[src/rtl/lru_victim_pkg.sv]
// Shared types for the two-level LRU victim selector.
// Assumes a fixed 8-way geometry: two groups of four ways.
package lru_victim_pkg;
    localparam int NUM_WAYS    = 8;
    localparam int GROUP_WAYS  = 4;
    localparam int WAY_W       = $clog2(NUM_WAYS);

    // Per-set replacement record: group bit plus one 3-bit tree per group.
    // Tree bit 0 picks the pair, bit 1 the way in pair 0, bit 2 the way in pair 1.
    typedef struct packed {
        logic       grp;
        logic [2:0] tree1;
        logic [2:0] tree0;
    } repl_state_t;
endpackage

[src/rtl/lru_group_pick.sv]
// Lock-aware pseudo-LRU walk over one group of four ways.
// Assumes the tree encoding of repl_state_t; reports whether any way is free.
module lru_group_pick (
    input  logic [2:0] tree,
    input  logic [3:0] lock,
    output logic [1:0] way,
    output logic       avail
);
    logic [1:0] pair_free;
    logic       use_pair;
    logic       pref_bit;
    logic [1:0] first_idx;

    // Walk the tree, stepping aside from locked pairs and ways.
    always_comb begin
        pair_free[0] = ~(lock[0] & lock[1]);
        pair_free[1] = ~(lock[2] & lock[3]);
        use_pair     = pair_free[tree[0]] ? tree[0] : ~tree[0];
        pref_bit     = use_pair ? tree[2] : tree[1];
        first_idx    = {use_pair, pref_bit};
        way          = lock[first_idx] ? {use_pair, ~pref_bit} : first_idx;
        avail        = ~&lock;
    end
endmodule

[src/rtl/lru_touch.sv]
// Computes the replacement record after an access to one way.
// Assumes way bit 2 selects the group; points every bit on the path away.
module lru_touch
    import lru_victim_pkg::*;
(
    input  repl_state_t      cur,
    input  logic [WAY_W-1:0] way,
    output repl_state_t      nxt
);
    logic [2:0] t_in;
    logic [2:0] t_out;

    // Update the group bit and the tree of the accessed group.
    always_comb begin
        nxt      = cur;
        nxt.grp  = ~way[2];
        t_in     = way[2] ? cur.tree1 : cur.tree0;
        t_out    = t_in;
        t_out[0] = ~way[1];
        if (way[1]) t_out[2] = ~way[0];
        else        t_out[1] = ~way[0];
        if (way[2]) nxt.tree1 = t_out;
        else        nxt.tree0 = t_out;
    end
endmodule

[src/rtl/lock_guard.sv]
// Accepts a new pin mask only if it holds at most MAX_LOCKS bits.
// Assumes the caller applies nxt on every cycle; rejected writes keep cur.
module lock_guard #(
    parameter int WAYS      = 8,
    parameter int MAX_LOCKS = 4
) (
    input  logic [WAYS-1:0] cur,
    input  logic [WAYS-1:0] req_mask,
    input  logic            wr,
    output logic [WAYS-1:0] nxt
);
    localparam int CNT_W = $clog2(WAYS + 1);
    logic [CNT_W-1:0] pop;

    // Count requested pins and keep the old mask if the count is too high.
    always_comb begin
        pop = '0;
        for (int i = 0; i < WAYS; i++) pop = pop + CNT_W'(req_mask[i]);
        nxt = (wr && (int'(pop) <= MAX_LOCKS)) ? req_mask : cur;
    end
endmodule

[src/rtl/lru_victim_sel.sv]
// Per-set two-level LRU replacement with way pinning.
// Assumes one access per cycle; victim outputs are combinational from state.
module lru_victim_sel
    import lru_victim_pkg::*;
#(
    parameter int NUM_SETS  = 64,
    parameter int MAX_LOCKS = 4,
    localparam int SET_W    = $clog2(NUM_SETS)
) (
    input  logic             clk,
    input  logic             rst_n,
    input  logic [SET_W-1:0] set_idx,
    input  logic             hit_valid,
    input  logic [2:0]       hit_way,
    input  logic             miss_req,
    input  logic             lock_wr,
    input  logic [7:0]       lock_mask,
    output logic [2:0]       victim_way,
    output logic             no_victim
);
    repl_state_t          st_q [NUM_SETS];
    logic [NUM_WAYS-1:0]  lk_q [NUM_SETS];

    repl_state_t          st_cur;
    repl_state_t          st_nxt;
    logic [NUM_WAYS-1:0]  lk_cur;
    logic [NUM_WAYS-1:0]  lk_nxt;
    logic [1:0]           grp_way [2];
    logic [1:0]           grp_avail;
    logic                 sel_grp;
    logic [WAY_W-1:0]     touch_way;
    logic                 touch_en;

    // Read the addressed set's records.
    always_comb begin
        st_cur = st_q[set_idx];
        lk_cur = lk_q[set_idx];
    end

    // One lock-aware picker per group.
    for (genvar g = 0; g < 2; g++) begin : g_pick
        lru_group_pick u_pick (
            .tree  (g == 0 ? st_cur.tree0 : st_cur.tree1),
            .lock  (lk_cur[g*GROUP_WAYS +: GROUP_WAYS]),
            .way   (grp_way[g]),
            .avail (grp_avail[g])
        );
    end

    // Prefer the least recently used group, fall back if it is fully pinned.
    always_comb begin
        sel_grp    = grp_avail[st_cur.grp] ? st_cur.grp : ~st_cur.grp;
        victim_way = {sel_grp, grp_way[sel_grp]};
        no_victim  = ~|grp_avail;
        touch_en   = hit_valid | (miss_req & ~no_victim);
        touch_way  = hit_valid ? hit_way : victim_way;
    end

    lru_touch u_touch (
        .cur (st_cur),
        .way (touch_way),
        .nxt (st_nxt)
    );

    lock_guard #(
        .WAYS      (NUM_WAYS),
        .MAX_LOCKS (MAX_LOCKS)
    ) u_guard (
        .cur      (lk_cur),
        .req_mask (lock_mask),
        .wr       (lock_wr),
        .nxt      (lk_nxt)
    );

    // Store replacement and lock state for the addressed set.
    always_ff @(posedge clk) begin
        if (!rst_n) begin
            for (int s = 0; s < NUM_SETS; s++) begin
                st_q[s] <= '0;
                lk_q[s] <= '0;
            end
        end else begin
            if (touch_en) st_q[set_idx] <= st_nxt;
            lk_q[set_idx] <= lk_nxt;
        end
    end
endmodule

[config.mk]
export PLATFORM = sky130hd
export DESIGN_NAME = lru_victim_sel
export DESIGN_NICKNAME = d
export VERILOG_FILES = /design/src/rtl/lru_victim_pkg.sv /design/src/rtl/lru_group_pick.sv /design/src/rtl/lru_touch.sv /design/src/rtl/lock_guard.sv /design/src/rtl/lru_victim_sel.sv
export SDC_FILE = /design/constraint.sdc
export NUM_CORES = 1
export LEC_CHECK = 0
export ABC_AREA = 1
export CORE_MARGIN = 5
export CORE_UTILIZATION = 30
export DETAILED_ROUTE_END_ITERATION = 7
export SYNTH_ARGS = -nofsm -noshare
export SYNTH_HDL_FRONTEND = slang
export SYNTH_SLANG_ARGS = --single-unit
[constraint.sdc]
create_clock -name clk -period 16.2 [get_ports clk]
set_input_delay 4.86 -clock clk [delete_from_list [all_inputs] [get_ports clk]]
set_output_delay 4.86 -clock clk [all_outputs]
set_load 0.01 [all_outputs]
==> metrics.md <==
| Metric | Value |
|---|---|
| Residual DRC count | `0` |
| Post-route clock period utilization | `86.13%` |
| Share of cells above drive strength 1 | `4.545%` |
| YS warnings | `0` |
| Clock power share | `38.3%` |
| Status | `completed` |
| Critical Path Sink Type | `output port` |
| Vias in the first global route | `34190` |
| # rows | `144` |
| CTS max path bufs | `3` |
| Grt peak-use layer | `met2` |
| Sequential share of the synthesized area | `62.11%` |
| Sw Share | `28.02%` |
| Detailed Route Iter0 Violations | `3963` |
| Min-Delay Path Class | `flop to flop` |
| Setup bufs post-CTS | `0` |
| Port bufs | `25` |
| Number of flops mapped to enable cells by yosys | `960` |
| Die W | `403.4 µm` |
| Total GRT Usage | `16.76%` |
| Clock skew | `0.03084 ns` |
| Hold Violations, Final | `0` |
| Final setup violation count | `0` |
| Net Sw Power | `1.642 mW` |
| Syn nets | `5386` |
| Post-Route Setup TNS | `0 ns` |
| ANT nets after route | `0` |
| Post-CTS sizing | `0` |
| Worst-margin pin slew | `1.303 ns` |
| Final #Nets | `5255` |
| Die area | `162700 µm²` |
| Most frequent cells in the layout | `nand2_1, nor2_1, edfxtp_1` |
| Die Ht | `403.4 µm` |
| GR Layer Usage met1 | `23.32%` |
| Drt first pass iters | `6` |
| Vias per cell | `4.877` |
| CTS tree | `done` |
| Req. time, crit path | `11.34 ns` |
| Unrepaired setup endpoints after global routing | `no` |
| First-pass GRT wire length | `211600 µm` |
| Initial antenna violation count | `5` |
| M3 GR Usage | `2.819%` |
| Max_cap viols | `0` |
| Unique cell type count in the Yosys netlist | `32` |
| Placed cell count | `7168` |
| DP HPWL | `88300 µm` |
| CP Launch Type | `input pin` |
| Clk slew on worst S/H paths | `0.06 ns` |
| # IOs | `26` |
| GRT overflow | `0` |
| Syn Area/Cell | `8.665 µm²` |
| Min cycle time layout | `13.95 ns` |
| CTS root buf | `clkbuf_16` |
| Commonest non-fill, non-tap cell in the layout | `nand2_1` |
| Largest net degree at the start of global routing | `154` |
| Pins Over Slew Limit | `0` |
| Clock Sinks | `960` |
| Async SR Flop Fraction | `0%` |
| IR drop worst, VDD | `0.07908 mV` |
| Post-CTS Hold Fix Bufs | `0` |
| Area Growth Syn to Fin | `10.58%` |
| Worst EP arrival | `9.09 ns` |
| Clock latency on the worst-skew pair | `0.70 ns` |
| GRT met2 Usage | `26.46%` |
| Slew HR | `12.22%` |
| Total Wirelength | `140800 µm` |
| Core area | `153900 µm²` |
| Mapped Cells | `5357` |
| Top_reg_cell synth | `edfxtp_1` |
| H-tree depth | `3` |
| Worst Hold Path Cells | `10` |
| Logic pwr share | `13.1%` |
| Worst slack, placed | `2.392 ns` |
| Final WS setup | `2.247 ns` |
| FF+latch count, synth | `960` |
| Wire length per cell | `19.16 µm` |
| Total CTS buffers | `100` |
| Internal power component | `4.218 mW` |
| FF-to-FF path depth | `18` |
| RePlAce Congestion | `0.9515` |
| Total number of vias | `35849` |
| Flop pwr share | `48.6%` |
| Crit path kind | `input pin to output port` |
| Leak | `21.18 nW` |
| Cell Count, Final, Fillers Out | `7350` |
| Pwr dens | `114.2 nW/µm²` |
| Initial Util | `30.17%` |
| Max Freq | `71.67 MHz` |
| Syn Std Cell Area | `46420 µm²` |
| CP Max Fanout | `60` |
## path summary, 6_finish.rpt
kind | startpoint | endpoint | slack (ns)
setup / recovery | set_idx[2] | no_victim | 2.25
setup reg to reg | lk_q[20][7] | st_q[24][5] | 11.49
hold reg to reg | st_q[26][1] | st_q[26][1] | 1.25
hold / removal | st_q[26][1] | st_q[26][1] | 1.25
## cell type report
type / instances / area [µm²]
Fill cell: 15947 / 102500
Sequential cell: 960 / 28830
Multi-Input combinational cell: 3922 / 15420
Clock buffer: 124 / 2614
Tap cell: 2044 / 2557
Timing Repair Buffer: 88 / 793.3
Inverter: 154 / 603.1
Clock inverter: 55 / 503.0
Antenna cell: 3 / 7.507
## kinds of logic after synthesis
logic type                 count (synthesis)  share of synthesized area, %
AOI/OAI and AO/OA                        204                         2.289
buffers and inverters                    475                         5.019
and+or+nand+nor                         3711                         30.33
DFF                                      960                         62.11
adders and majority gates                  7                        0.2534
## layer usage
layer  vias to the layer above  wire length (µm)  share of wire (%)
met4                         4              5123                3.6
li1                      16755                 -                  -
met2                      1504             64080                 46
met3                       272             12320                8.7
met1                     17314             59280                 42
met5                         -                27              0.019
## registers in the layout, indices dropped and copies added, names as in the netlist
register,count
st_q,448
lk_q,512
## power groups by stage
stage | clock (mW) | sequential, mW | combinational [mW]
6_report | 2.25 | 2.85 | 0.769
5_1_grt | 2.38 | 2.85 | 0.820
4_1_cts | 2.27 | 2.85 | 0.765
3_5_place_dp | 0 | 2.90 | 0.762
3_3_place_gp | 0 | 2.90 | 0.757
2_1_floorplan | 0 | 2.89 | 0.481
## metrics by stage
step                      util (%)  total power, mW  cell area [µm²]  hold WS (ns)
after floorplan                  -            3.371            46420        0.9805
after CTS                    33.35            5.880            51320         1.250
after detailed placement     31.33            3.661            48210         1.234
after global placement       31.32            3.654            48190         1.258
final                        33.36            5.860            51330         1.254
after global routing         33.35            6.051            51320         1.350
## Yosys cell counts (4+ instances only)
library cell | number | area (µm²)
nor3_2 | 4 | 40.04
edfxtp_1 | 960 | 28830
buf_4 | 45 | 337.8
fa_1 | 4 | 80.08
buf_1 | 36 | 135.1
buf_6 | 34 | 382.9
buf_2 | 96 | 480.5
nand2_1 | 2517 | 9448
nor3_1 | 30 | 150.1
inv_2 | 7 | 26.28
inv_1 | 146 | 548.0
nand3_1 | 33 | 165.2
nand2_2 | 4 | 25.02
a21oi_1 | 85 | 425.4
o21ai_1 | 36 | 180.2
or2_2 | 5 | 31.28
nor2_1 | 1111 | 4170
o21ai_0 | 68 | 340.3
clkbuf_1 | 110 | 412.9
o22ai_1 | 6 | 37.54
## worst max-delay path, stage by stage
cell             delay [ns]
buf_4                  0.29
inv_4                  0.59
buf_4                  0.70
nand2_1                0.18
nand2_1                0.09
nand2_1                0.05
nand2_1                0.18
nor2_1                 0.06
nand2_1                0.32
nand2_1                0.17
inv_1                  0.09
nand2_1                0.07
nor3_1                 0.49
buf_4                  0.25
clkdlybuf4s50_1        0.54
Note: power is estimated with default switching activity, not from simulation.
